### src/rtl/rx_flow_hyst_pkg.sv
package rx_flow_hyst_pkg;

  // Strobes from the threshold datapath to the control logic
  typedef struct packed {
    logic hitHalt;    // count at or above halt threshold
    logic hitResume;  // count at or below resume threshold
  } flowStrobe_t;

  // Hysteresis amount for a 4-bit code: linear steps, saturating at cap
  function automatic int hystStep(input logic [3:0] code, input int unit, input int cap);
    int raw;
    raw = int'(code) * unit;
    if (raw > cap) raw = cap;
    return raw;
  endfunction

endpackage

### src/rtl/rx_flow_hyst_thresh.sv
module rx_flow_hyst_thresh
  import rx_flow_hyst_pkg::*;
#(
  parameter int DEPTH     = 64,
  parameter int CNT_W     = 7,
  parameter int HYST_UNIT = 4,
  parameter int HYST_CAP  = 52
) (
  input  logic [CNT_W-1:0] rxCount,
  input  logic [CNT_W-1:0] trigLevel,
  input  logic [3:0]       hystSel,
  output flowStrobe_t      strobe
);

  localparam int SUM_W = CNT_W + 1;

  logic [CNT_W-1:0] hystAmt;
  logic [SUM_W-1:0] rawHalt;
  logic [CNT_W-1:0] haltLvl;
  logic [CNT_W-1:0] resumeLvl;

  always_comb begin
    hystAmt = CNT_W'(hystStep(hystSel, HYST_UNIT, HYST_CAP));
    rawHalt = SUM_W'(trigLevel) + SUM_W'(hystAmt);
    // Upper clamp: never above the FIFO depth
    if (rawHalt > SUM_W'(DEPTH)) haltLvl = CNT_W'(DEPTH);
    else                         haltLvl = rawHalt[CNT_W-1:0];
    // Lower clamp: never below empty
    if (trigLevel > hystAmt) resumeLvl = trigLevel - hystAmt;
    else                     resumeLvl = '0;
    strobe.hitHalt   = (rxCount >= haltLvl);
    strobe.hitResume = (rxCount <= resumeLvl);
  end

endmodule

### src/rtl/rx_flow_hyst_ctrl.sv
module rx_flow_hyst_ctrl
  import rx_flow_hyst_pkg::*;
#(
  parameter int SYNC_STAGES = 2
) (
  input  logic        clk,
  input  logic        rstN,
  input  flowStrobe_t strobe,
  input  logic        usePairB,
  input  logic        flowEn,
  input  logic        swRts,
  input  logic        swDtr,
  input  logic        ctsN,
  input  logic        dsrN,
  output logic        rtsN,
  output logic        dtrN,
  output logic        txHold
);

  logic                   halted;
  logic                   selIn;
  logic [SYNC_STAGES-1:0] syncQ;

  // Halt state: halt has priority over resume at equal thresholds
  always_ff @(posedge clk) begin
    if (!rstN || !flowEn)     halted <= 1'b0;
    else if (strobe.hitHalt)  halted <= 1'b1;
    else if (strobe.hitResume) halted <= 1'b0;
  end

  assign selIn = usePairB ? dsrN : ctsN;

  // Synchronizer chain, resets to the holding value
  for (genvar i = 0; i < SYNC_STAGES; i++) begin : g_sync
    if (i == 0) begin : g_first
      always_ff @(posedge clk) begin
        if (!rstN) syncQ[0] <= 1'b1;
        else       syncQ[0] <= selIn;
      end
    end else begin : g_next
      always_ff @(posedge clk) begin
        if (!rstN) syncQ[i] <= 1'b1;
        else       syncQ[i] <= syncQ[i-1];
      end
    end
  end

  assign txHold = flowEn & syncQ[SYNC_STAGES-1];
  assign rtsN   = (flowEn && !usePairB) ? halted : ~swRts;
  assign dtrN   = (flowEn &&  usePairB) ? halted : ~swDtr;

endmodule

### src/rtl/rx_flow_hyst.sv
module rx_flow_hyst
  import rx_flow_hyst_pkg::*;
#(
  parameter int DEPTH       = 64,
  parameter int HYST_UNIT   = 4,
  parameter int HYST_CAP    = 52,
  parameter int SYNC_STAGES = 2,
  localparam int CNT_W      = $clog2(DEPTH + 1)
) (
  input  logic             clk,
  input  logic             rstN,
  input  logic [CNT_W-1:0] rxCount,
  input  logic [CNT_W-1:0] trigLevel,
  input  logic [3:0]       hystSel,
  input  logic             usePairB,
  input  logic             flowEn,
  input  logic             swRts,
  input  logic             swDtr,
  input  logic             ctsN,
  input  logic             dsrN,
  output logic             rtsN,
  output logic             dtrN,
  output logic             txHold
);

  flowStrobe_t strobe;

  rx_flow_hyst_thresh #(
    .DEPTH(DEPTH), .CNT_W(CNT_W), .HYST_UNIT(HYST_UNIT), .HYST_CAP(HYST_CAP)
  ) u_thresh (
    .rxCount(rxCount), .trigLevel(trigLevel), .hystSel(hystSel), .strobe(strobe)
  );

  rx_flow_hyst_ctrl #(.SYNC_STAGES(SYNC_STAGES)) u_ctrl (
    .clk(clk), .rstN(rstN), .strobe(strobe), .usePairB(usePairB), .flowEn(flowEn),
    .swRts(swRts), .swDtr(swDtr), .ctsN(ctsN), .dsrN(dsrN),
    .rtsN(rtsN), .dtrN(dtrN), .txHold(txHold)
  );

endmodule

### config.mk
export PLATFORM = sky130hd
export DESIGN_NAME = rx_flow_hyst
export DESIGN_NICKNAME = d
export VERILOG_FILES = /design/src/rtl/rx_flow_hyst_pkg.sv /design/src/rtl/rx_flow_hyst_thresh.sv /design/src/rtl/rx_flow_hyst_ctrl.sv /design/src/rtl/rx_flow_hyst.sv
export SDC_FILE = /design/constraint.sdc
export NUM_CORES = 1
export LEC_CHECK = 0
export CORE_UTILIZATION = 45
export DETAILED_ROUTE_END_ITERATION = 10
export DONT_BUFFER_PORTS = 1
export PLACE_DENSITY = 0.72
export SETUP_SLACK_MARGIN = 0.1
export SLEW_MARGIN = 20
export SYNTH_ARGS = -nofsm -noshare
export SYNTH_HDL_FRONTEND = slang
export SYNTH_SLANG_ARGS = --single-unit
### constraint.sdc
create_clock -name clk -period 8.31 [get_ports clk]
set_input_delay 1.662 -clock clk [delete_from_list [all_inputs] [get_ports clk]]
set_output_delay 1.662 -clock clk [all_outputs]
set_load 0.01 [all_outputs]
After elaboration in Yosys (flattened, before gate mapping):

Cells that the tools add are included.

* register bits after elaboration: 3
* input port bits: 26
* output and inout port bits: 3
* logic and storage cells: 28

* add/subtract/negate cells: 2
* $lt $le $gt $ge: 5
* mux-type cells: 8
* bitwise gates (word level): 3
* reduce and logical (&&, ||, !) cells: 7

Operators by type and width (number)
* two-way mux 7 bit: 2
* adder 7 x 6 -> 8 bit: 1
* greater-than comparator 8 x 7 -> 1 bit (second input constant): 1
* greater-or-equal comparator 7 bit: 1
* greater-than comparator 7 x 6 -> 1 bit: 1
* <= comparator 7 bit: 1
* subtractor 7 x 6 -> 7 bit: 1
* greater-than comparator 6 bit (second input constant): 1
* two-way mux 6 bit: 1
* two-way mux 1 bit: 5
* logical NOT 1 bit: 3
* logical AND 1 bit: 2
* inverter 1 bit: 2
* nonzero test 2 bit: 1
* AND 1 bit: 1
* logical OR 1 bit: 1

Depth between registers and ports, before layout:

Gate-level depths: netlist (run 1).

* depth after elaboration: 7
* mapped depth: 15
* gate-level depth less buffers: 15

Hierarchy:

From an unflattened synthesis (run 1), not the netlist that was laid out.

* cell total of the unflattened synthesis: 115
* area, all modules: 918.4 µm²

Modules (own cells, without submodules)
* rx_flow_hyst_thresh: times used 1, cells each 101, area an instance 782.0 µm², seq. area each 0.0 µm²
* rx_flow_hyst_ctrl: times used 1, cells each 14, area an instance 136.4 µm², seq. area each 60.1 µm²

Worst setup path before layout (run 1):

OpenSTA, ideal clock, no wires.

* kind: input port to flip-flop
* from: in hystSel[1]
* to: reg u_ctrl.halted
* setup time: 0.131 ns
* arrival: 4.140 ns
* data required time: 8.179 ns
* setup slack: 4.039 ns
* cell stages on the path: 15
* path buffers: 0
* cells stage by stage: a31o_2 > ha_1 > inv_1 > fa_1 > nor2b_4 > o31ai_1 > nor3b_2 > o22a_2 > and2_1 > ha_1 > nand2b_1 > a211oi_1 > nor3_1 > o311ai_1 > o21ai_0

* longest elaborated chain between the ends: 7
* elaborated cells between the ends (all ways): 12
* classes of those cells: add/sub: 2; order compare: 5; mux: 4; reduce/logical: 1

RTL lines
* start: declaration: RTL line rx_flow_hyst.sv:14 `input logic [3:0] hystSel,`
* greater-than comparator 6 bit: RTL line rx_flow_hyst_pkg.sv:13 `if (raw > cap) raw = cap;`
* two-way mux 6 bit (*): RTL line rx_flow_hyst_pkg.sv:13
* adder 7 x 6 -> 8 bit: RTL line rx_flow_hyst_thresh.sv:24 `rawHalt = SUM_W'(trigLevel) + SUM_W'(hystAmt);`
* greater-than comparator 8 x 7 -> 1 bit: RTL line rx_flow_hyst_thresh.sv:26 `if (rawHalt > SUM_W'(DEPTH)) haltLvl = CNT_W'(DEPTH);`
* two-way mux 7 bit: RTL line rx_flow_hyst_thresh.sv:26
* greater-or-equal comparator 7 bit: RTL line rx_flow_hyst_thresh.sv:31 `strobe.hitHalt = (rxCount >= haltLvl);`
* two-way mux 1 bit / nonzero test 2 bit (equally long branches)
* end signal: assignment: RTL line rx_flow_hyst_ctrl.sv:26 `if (!rstN || !flowEn) halted <= 1'b0;`
* end signal: assignment: RTL line rx_flow_hyst_ctrl.sv:27 `else if (strobe.hitHalt) halted <= 1'b1;`
* end signal: assignment: RTL line rx_flow_hyst_ctrl.sv:28 `else if (strobe.hitResume) halted <= 1'b0;`
* end: declaration: RTL line rx_flow_hyst_ctrl.sv:20 `logic halted;`

Mark *: on every way between the ends. The rest lies on a longest branch, timed or not.
A chain may end at the register's enable or synchronous reset.

Final worst setup path (run 1):

Ends and elaborated chain as after synthesis.

==> flow_metrics.env, run 1 <==
export IMPL_setup_slack_ps=3994
export IMPL_outcome="completed"
export IMPL_cts_setup_buffers=0
export IMPL_syn2layout_area_growth_pct=4.768
export IMPL_clkTransAtPathRegs_ps=50
export IMPL_cts_sinks=3
export IMPL_setup_violations_final=0
export IMPL_dieArea_sq_um=2286
export IMPL_insertion_delay_ps=250
export IMPL_syn_inst=120
export IMPL_drt_iter0_markers=12
export IMPL_coreArea_sq_um=1962
export IMPL_fin_area_sq_um=989.7
export IMPL_synth_ff_type="dfxtp_1"
export IMPL_grt_max_degree=10
export IMPL_cts_root_buf="clkbuf_4"
export IMPL_dieWidth_microns=47.82
export IMPL_r2r_start="u_ctrl.halted"
export IMPL_tightest_slew_ps=448.3
export IMPL_cp_cell_sequence="a31o_2 > ha_1 > inv_1 > fa_1 > xnor2_1 > a21oi_1 > o2111a_1 > o22a_2 > and2_1 > ha_1 > nand2b_1 > a211oi_1 > nor3_1 > o311ai_1 > o21ai_0"
export IMPL_hold_depth=1
export IMPL_viasPerCell=5.799
export IMPL_routed_via_count=864
export IMPL_cts_resized=0
export IMPL_finalCritPeriodShare_pct=51.94
export IMPL_power_density_nw_per_um2=105.7
export IMPL_cts_hold_buf=0
export IMPL_ys_seq_elements=3
export IMPL_placed_cells=145
export IMPL_async_flop_share_pct=0
export IMPL_portBuffers=0
export IMPL_preCtsSetupSlack_ps=3735
export IMPL_min_to="u_ctrl.syncQ[1]"
export IMPL_cp_max_fo=4
export IMPL_antenna_found_initial=0
export IMPL_power_leakage_nw=0.4610
export IMPL_rsz0062_at_grt="no"
export IMPL_grtUsageTotal_pct=20.17
export IMPL_cts_buffer_depth=2
export IMPL_timing_final_max_slew_violations=0
export IMPL_gp_routability_congestion=0.7785
export IMPL_io_pins=29
export IMPL_hpwl_microns=1754
export IMPL_cp_end_kind="flop"
export IMPL_ff2ff_setup_slack_ps=7610
export IMPL_ir_drop_mv=0.06028
export IMPL_relSlewSlack_pct=69.34
export IMPL_overflow=0
export IMPL_synthTopCellsByCount="ha_1 (22), inv_1 (14), nand2_1 (13), a21oi_1 (8), nor2_1 (7)"
export IMPL_rr_worst_depth=2
export IMPL_crit_top_cell="ha_1"
export IMPL_maxCapViolations=0
export IMPL_wl_per_cell_microns=13.50
export IMPL_tritoncts="yes"
export IMPL_fin_nets=173
export IMPL_grt_pass1_wl_microns=3167
export IMPL_min_path_type="reg -> reg"
export IMPL_required_ps=8430
export IMPL_htreeDepth=1
export IMPL_drive_gt1_share_pct=9.836
export IMPL_wl_microns=2011
export IMPL_synth_largest_area_cell="ha_1"
export IMPL_synth_top_cell_area_share_pct=29.14
export IMPL_synth_edff_count=0
export IMPL_ys_seq_area_share_pct=6.358
export IMPL_crit_slowest_cell="fa_1"
export IMPL_die_h_microns=47.82
export IMPL_drc_errors=0
export IMPL_syn_nets=170
export IMPL_yosys_warnings=0
export IMPL_worst_r2r_endpoint="u_ctrl.halted"
export IMPL_cts_buffers=3
export IMPL_yosys_cell_count_top_type="ha_1"
export IMPL_synth_area_leaders="ha_1 (29%), dfxtp_1 (6.4%), inv_1 (5.6%)"
export IMPL_cpPeakStageDelay_ps=440
export IMPL_cp_data_arrival_time_ps=4430
export IMPL_postRouteAntennaNets=0
export IMPL_dr_pass1_iters=4
export IMPL_fin_crit_ps=4316
export IMPL_hold_viol_final=0
export IMPL_critPathKind="in -> reg"
export IMPL_row_count=16
export IMPL_startpoint_type="primary input"
export IMPL_grt_pass1_vias=804
export IMPL_tns_ps=0
export IMPL_hp_start="u_ctrl.syncQ[0]"
export IMPL_stdcell_count=149
export IMPL_placed_area_sq_um=963.4
export IMPL_clock_skew_ps=10.60
export IMPL_initial_utilization_pct=48.15
export IMPL_ys_types=40
export IMPL_n_antenna_cell=0
export IMPL_syn_area_sq_um=944.7
export IMPL_syn_mean_instance_area_sq_um=7.872
export IMPL_max_freq_mhz=231.7
-- per-stage QoR --
stage	utilization (%)	hold WS, ps	total power (W)
floorplan	-	386.3	0.00006650
global placement	49.11	390.5	0.00007419
detailed placement	49.11	412.9	0.00007682
CTS	50.45	433.1	0.0001054
global route	50.45	449.2	0.0001152
finish	50.45	430.7	0.0001046
-- state kept, by name (all words and copies together), names as in the netlist --
name           count
u_ctrl.halted      1
u_ctrl.syncQ       2
-- report_power, final --
part / total (W) / switching (W) / internal [W]
combinational: 0.0000606 / 0.0000326 / 0.0000280
clock: 0.0000280 / 0.00000982 / 0.0000181
sequential: 0.0000160 / 0.000000495 / 0.0000155
-- worst max-delay path by stage --
stage          startpoint             to  slack [ps]
5_1_grt        hystSel[3]  u_ctrl.halted        3780
3_3_place_gp   hystSel[1]  u_ctrl.halted        3850
4_1_cts        hystSel[1]  u_ctrl.halted        4000
6_report       hystSel[1]  u_ctrl.halted        3990
2_1_floorplan  hystSel[1]  u_ctrl.halted        4040
3_5_place_dp   hystSel[1]  u_ctrl.halted        3740
-- layout by cell type, fill, tap and decap left out, types with 2 or more instances in the layout --
cell	n
nand2b_1	6
dfxtp_1	3
xnor2_1	3
nor3_1	3
ha_1	22
nand2_1	13
nor2_1	7
clkbuf_4	3
inv_1	14
nand4_1	2
fa_1	2
and2_1	3
a21oi_1	8
nand3_1	2
o21ai_0	5
nor2b_1	2
-- layout make-up --
class / count / area [sq um]
well taps: 27 / 33.78
inverters: 14 / 52.55
multi-input cells: 101 / 817.0
clock buffers: 4 / 26.28
flip-flops and latches: 3 / 60.06
fillers: 207 / 972.2
-- routing by layer --
metal | global-route usage [%] | wire length, microns | up-vias
met5 | 0 | 0 | -
met4 | 7.778 | 14 | 0
met3 | 4.528 | 131 | 2
met2 | 37.03 | 1000 | 30
met1 | 22.30 | 865 | 400
li1 | - | - | 432
-- cell families (layout without fill, tap and decap cells) --
| logic type | after synthesis | count (layout) | synth area share (%) |
|---|---|---|---|
| AND/OR/NAND/NOR | 44 | 44 | 25.83 |
| flip-flops | 3 | 3 | 6.358 |
| adder cells (fa/ha/maj) | 24 | 24 | 33.38 |
| XOR/XNOR | 3 | 3 | 2.782 |
| buffers and inverters | 16 | 18 | 7.152 |
| multiplexers | 1 | 1 | 1.060 |
| AO/OA/AOI/OAI | 29 | 29 | 23.44 |
-- critical path: cells and delay by family --
family | cells | cell delay [ps]
xor gates and xnor gates | 1 | 260
and+or+nand+nor | 3 | 380
buffers and inverters | 1 | 60
AOI/OAI and AO/OA | 7 | 1190
adders and majority gates | 3 | 870
(Power assumes the default switching activity.)
==> inputs of run 2 (changes only) <==
--- a/config.mk
+++ b/config.mk
@@ -8,7 +8,7 @@
 export CORE_UTILIZATION = 45
 export DETAILED_ROUTE_END_ITERATION = 10
 export DONT_BUFFER_PORTS = 1
-export PLACE_DENSITY = 0.72
+export PLACE_DENSITY = 0.74
 export SETUP_SLACK_MARGIN = 0.1
 export SLEW_MARGIN = 20
 export SYNTH_ARGS = -nofsm -noshare
==> constraint.sdc (replaced) <==
create_clock -name clk -period 3.5 [get_ports clk]
set_input_delay 0.7 -clock clk [delete_from_list [all_inputs] [get_ports clk]]
set_output_delay 0.7 -clock clk [all_outputs]
set_load 0.01 [all_outputs]
==> run 2 against run 1 <==
Compared with the run above:
- global-route usage decreased by 0.34 points
- register-to-register slack got worse by 4800 ps
- core utilization increased by 2.9 points
- sequential cell count unchanged
- largest power group unchanged
- critical path depth unchanged
- sequential power increased by 140%
- hold slack got worse by 12 ps
- clock power increased by 110%
==> flow_metrics.env, run 2 (synthesized netlist as in run 1, its figures left out) <==
export IMPL_outcome="completed"
export IMPL_cp_max_fo=4
export IMPL_grt_pass1_vias=815
export IMPL_worst_r2r_endpoint="u_ctrl.halted"
export IMPL_hp_start="u_ctrl.syncQ[0]"
export IMPL_hpwl_microns=1762
export IMPL_grtUsageMet2_pct=40.54
export IMPL_antenna_found_initial=0
export IMPL_row_count=16
export IMPL_setup_slack_ps=279.2
export IMPL_cts_buffer_depth=2
export IMPL_largest_register_ffs=2
export IMPL_n_antenna_cell=0
export IMPL_dieArea_sq_um=2286
export IMPL_placed_area_sq_um=978.4
export IMPL_grt_max_degree=8
export IMPL_overflow=0
export IMPL_rsz0062_at_grt="no"
export IMPL_min_path_type="reg -> reg"
export IMPL_preCtsSetupSlack_ps=-26.54
export IMPL_fin_area_sq_um=1047
export IMPL_tightest_slew_ps=305.8
export IMPL_cts_root_buf="clkbuf_4"
export IMPL_dieWidth_microns=47.82
export IMPL_layout_common_cells="ha_1 (21), inv_1 (14), nand2_1 (13)"
export IMPL_seq_area_sq_um=60.06
export IMPL_r2r_start="u_ctrl.halted"
export IMPL_met1_usage_pct=19.73
export IMPL_viasPerCell=5.656
export IMPL_drt_iter0_markers=23
export IMPL_hold_viol_final=0
export IMPL_gp_routability_congestion=0.8562
export IMPL_clock_skew_ps=0.1615
export IMPL_ir_drop_mv=0.1199
export IMPL_die_h_microns=47.82
export IMPL_portBuffers=0
export IMPL_critPathKind="in -> reg"
export IMPL_grt_busiest_layer="met2"
export IMPL_drive_gt1_share_pct=16.94
export IMPL_top_regs="u_ctrl.syncQ (2), u_ctrl.halted (1)"
export IMPL_initial_utilization_pct=48.15
export IMPL_fin_crit_ps=3221
export IMPL_relSlewSlack_pct=79.49
export IMPL_power_leakage_nw=0.4812
export IMPL_syn2layout_area_growth_pct=10.86
export IMPL_wl_per_cell_microns=13.42
export IMPL_grt_pass1_wl_microns=3180
export IMPL_routed_via_count=854
export IMPL_fin_nets=175
export IMPL_cts_setup_buffers=0
export IMPL_tritoncts="yes"
export IMPL_grtUsageTotal_pct=19.83
export IMPL_drc_errors=0
export IMPL_nFillCells=203
export IMPL_rr_worst_depth=2
export IMPL_min_to="u_ctrl.syncQ[1]"
export IMPL_finalCritPeriodShare_pct=92.02
export IMPL_postRouteAntennaNets=0
export IMPL_setup_violations_final=0
export IMPL_startpoint_type="primary input"
export IMPL_htreeDepth=1
export IMPL_cp_data_arrival_time_ps=3330
export IMPL_stdcell_count=151
export IMPL_max_freq_mhz=310.5
export IMPL_gr_usage_met3_pct=2.264
export IMPL_cp_end_kind="flop"
export IMPL_io_pins=29
export IMPL_clkTransAtPathRegs_ps=30
export IMPL_timing_final_max_slew_violations=0
export IMPL_hold_depth=1
export IMPL_cts_sinks=3
export IMPL_finalPower_w=0.0002554
export IMPL_cts_buffers=3
export IMPL_multiInputGateArea_sq_um=859.6
export IMPL_dr_pass1_iters=5
export IMPL_insertion_delay_ps=230
export IMPL_largest_register="u_ctrl.syncQ"
export IMPL_required_ps=3610
export IMPL_ff2ff_setup_slack_ps=2810
export IMPL_final_common_cell="ha_1"
export IMPL_power_density_nw_per_um2=243.8
export IMPL_coreArea_sq_um=1962
export IMPL_placed_cells=147
export IMPL_wl_microns=2026
export IMPL_maxCapViolations=0
-- run 2: power breakdown --
part | total, W | switching, W | internal (W)
Combinational | 0.000157 | 0.0000823 | 0.0000748
Sequential | 0.0000383 | 0.00000127 | 0.0000370
Clock | 0.0000601 | 0.0000174 | 0.0000427
-- run 2: metrics by stage --
step	util (%)	hold slack, ps	TNS (ps)
detailed placement	49.87	409.9	-26.54
global placement	49.87	398.6	0
CTS	51.21	421.5	0
finish	53.38	418.8	0
global route	53.38	436.4	0
floorplan	-	386.3	0
-- run 2: final cells by class --
type / count / area share, %
multi-input cells: 101 / 82.08
flip-flops and latches: 3 / 5.735
inverters: 14 / 5.018
repair buffers: 2 / 1.434
clock buffers: 4 / 2.509
well taps: 27 / 3.226
-- run 2: what timing repair did --
item	in CTS	in global routing
hold buffers	0	0
endpoints found under the hold margin	0	0
resized for setup	0	8
endpoints found under the setup margin	0	1
-- run 2: worst max-delay path: stages --
cell	delay, ps
a31o_2	230
ha_1	190
inv_1	70
fa_2	250
nor2b_4	60
o31ai_2	280
nor3b_2	90
o22a_2	270
and2_1	160
ha_1	260
nand2b_1	130
a211oi_1	240
nor3_1	70
o311ai_1	210
o21ai_0	110
-- run 2: worst max-delay path by stage --
stage	to	start	cells past startpoint
finish	u_ctrl.halted	hystSel[1]	15
global route	u_ctrl.halted	hystSel[3]	14
CTS	u_ctrl.halted	hystSel[1]	15
detailed placement	u_ctrl.halted	hystSel[1]	15
global placement	u_ctrl.halted	hystSel[1]	15
floorplan	u_ctrl.halted	hystSel[1]	15
-- run 2: layer usage --
layer / part of all wire (%) / vias up
li1: - / 437
met5: 0 / -
met3: 7.5 / 4
met1: 38 / 369
met2: 53 / 44
met4: 1.1 / 0
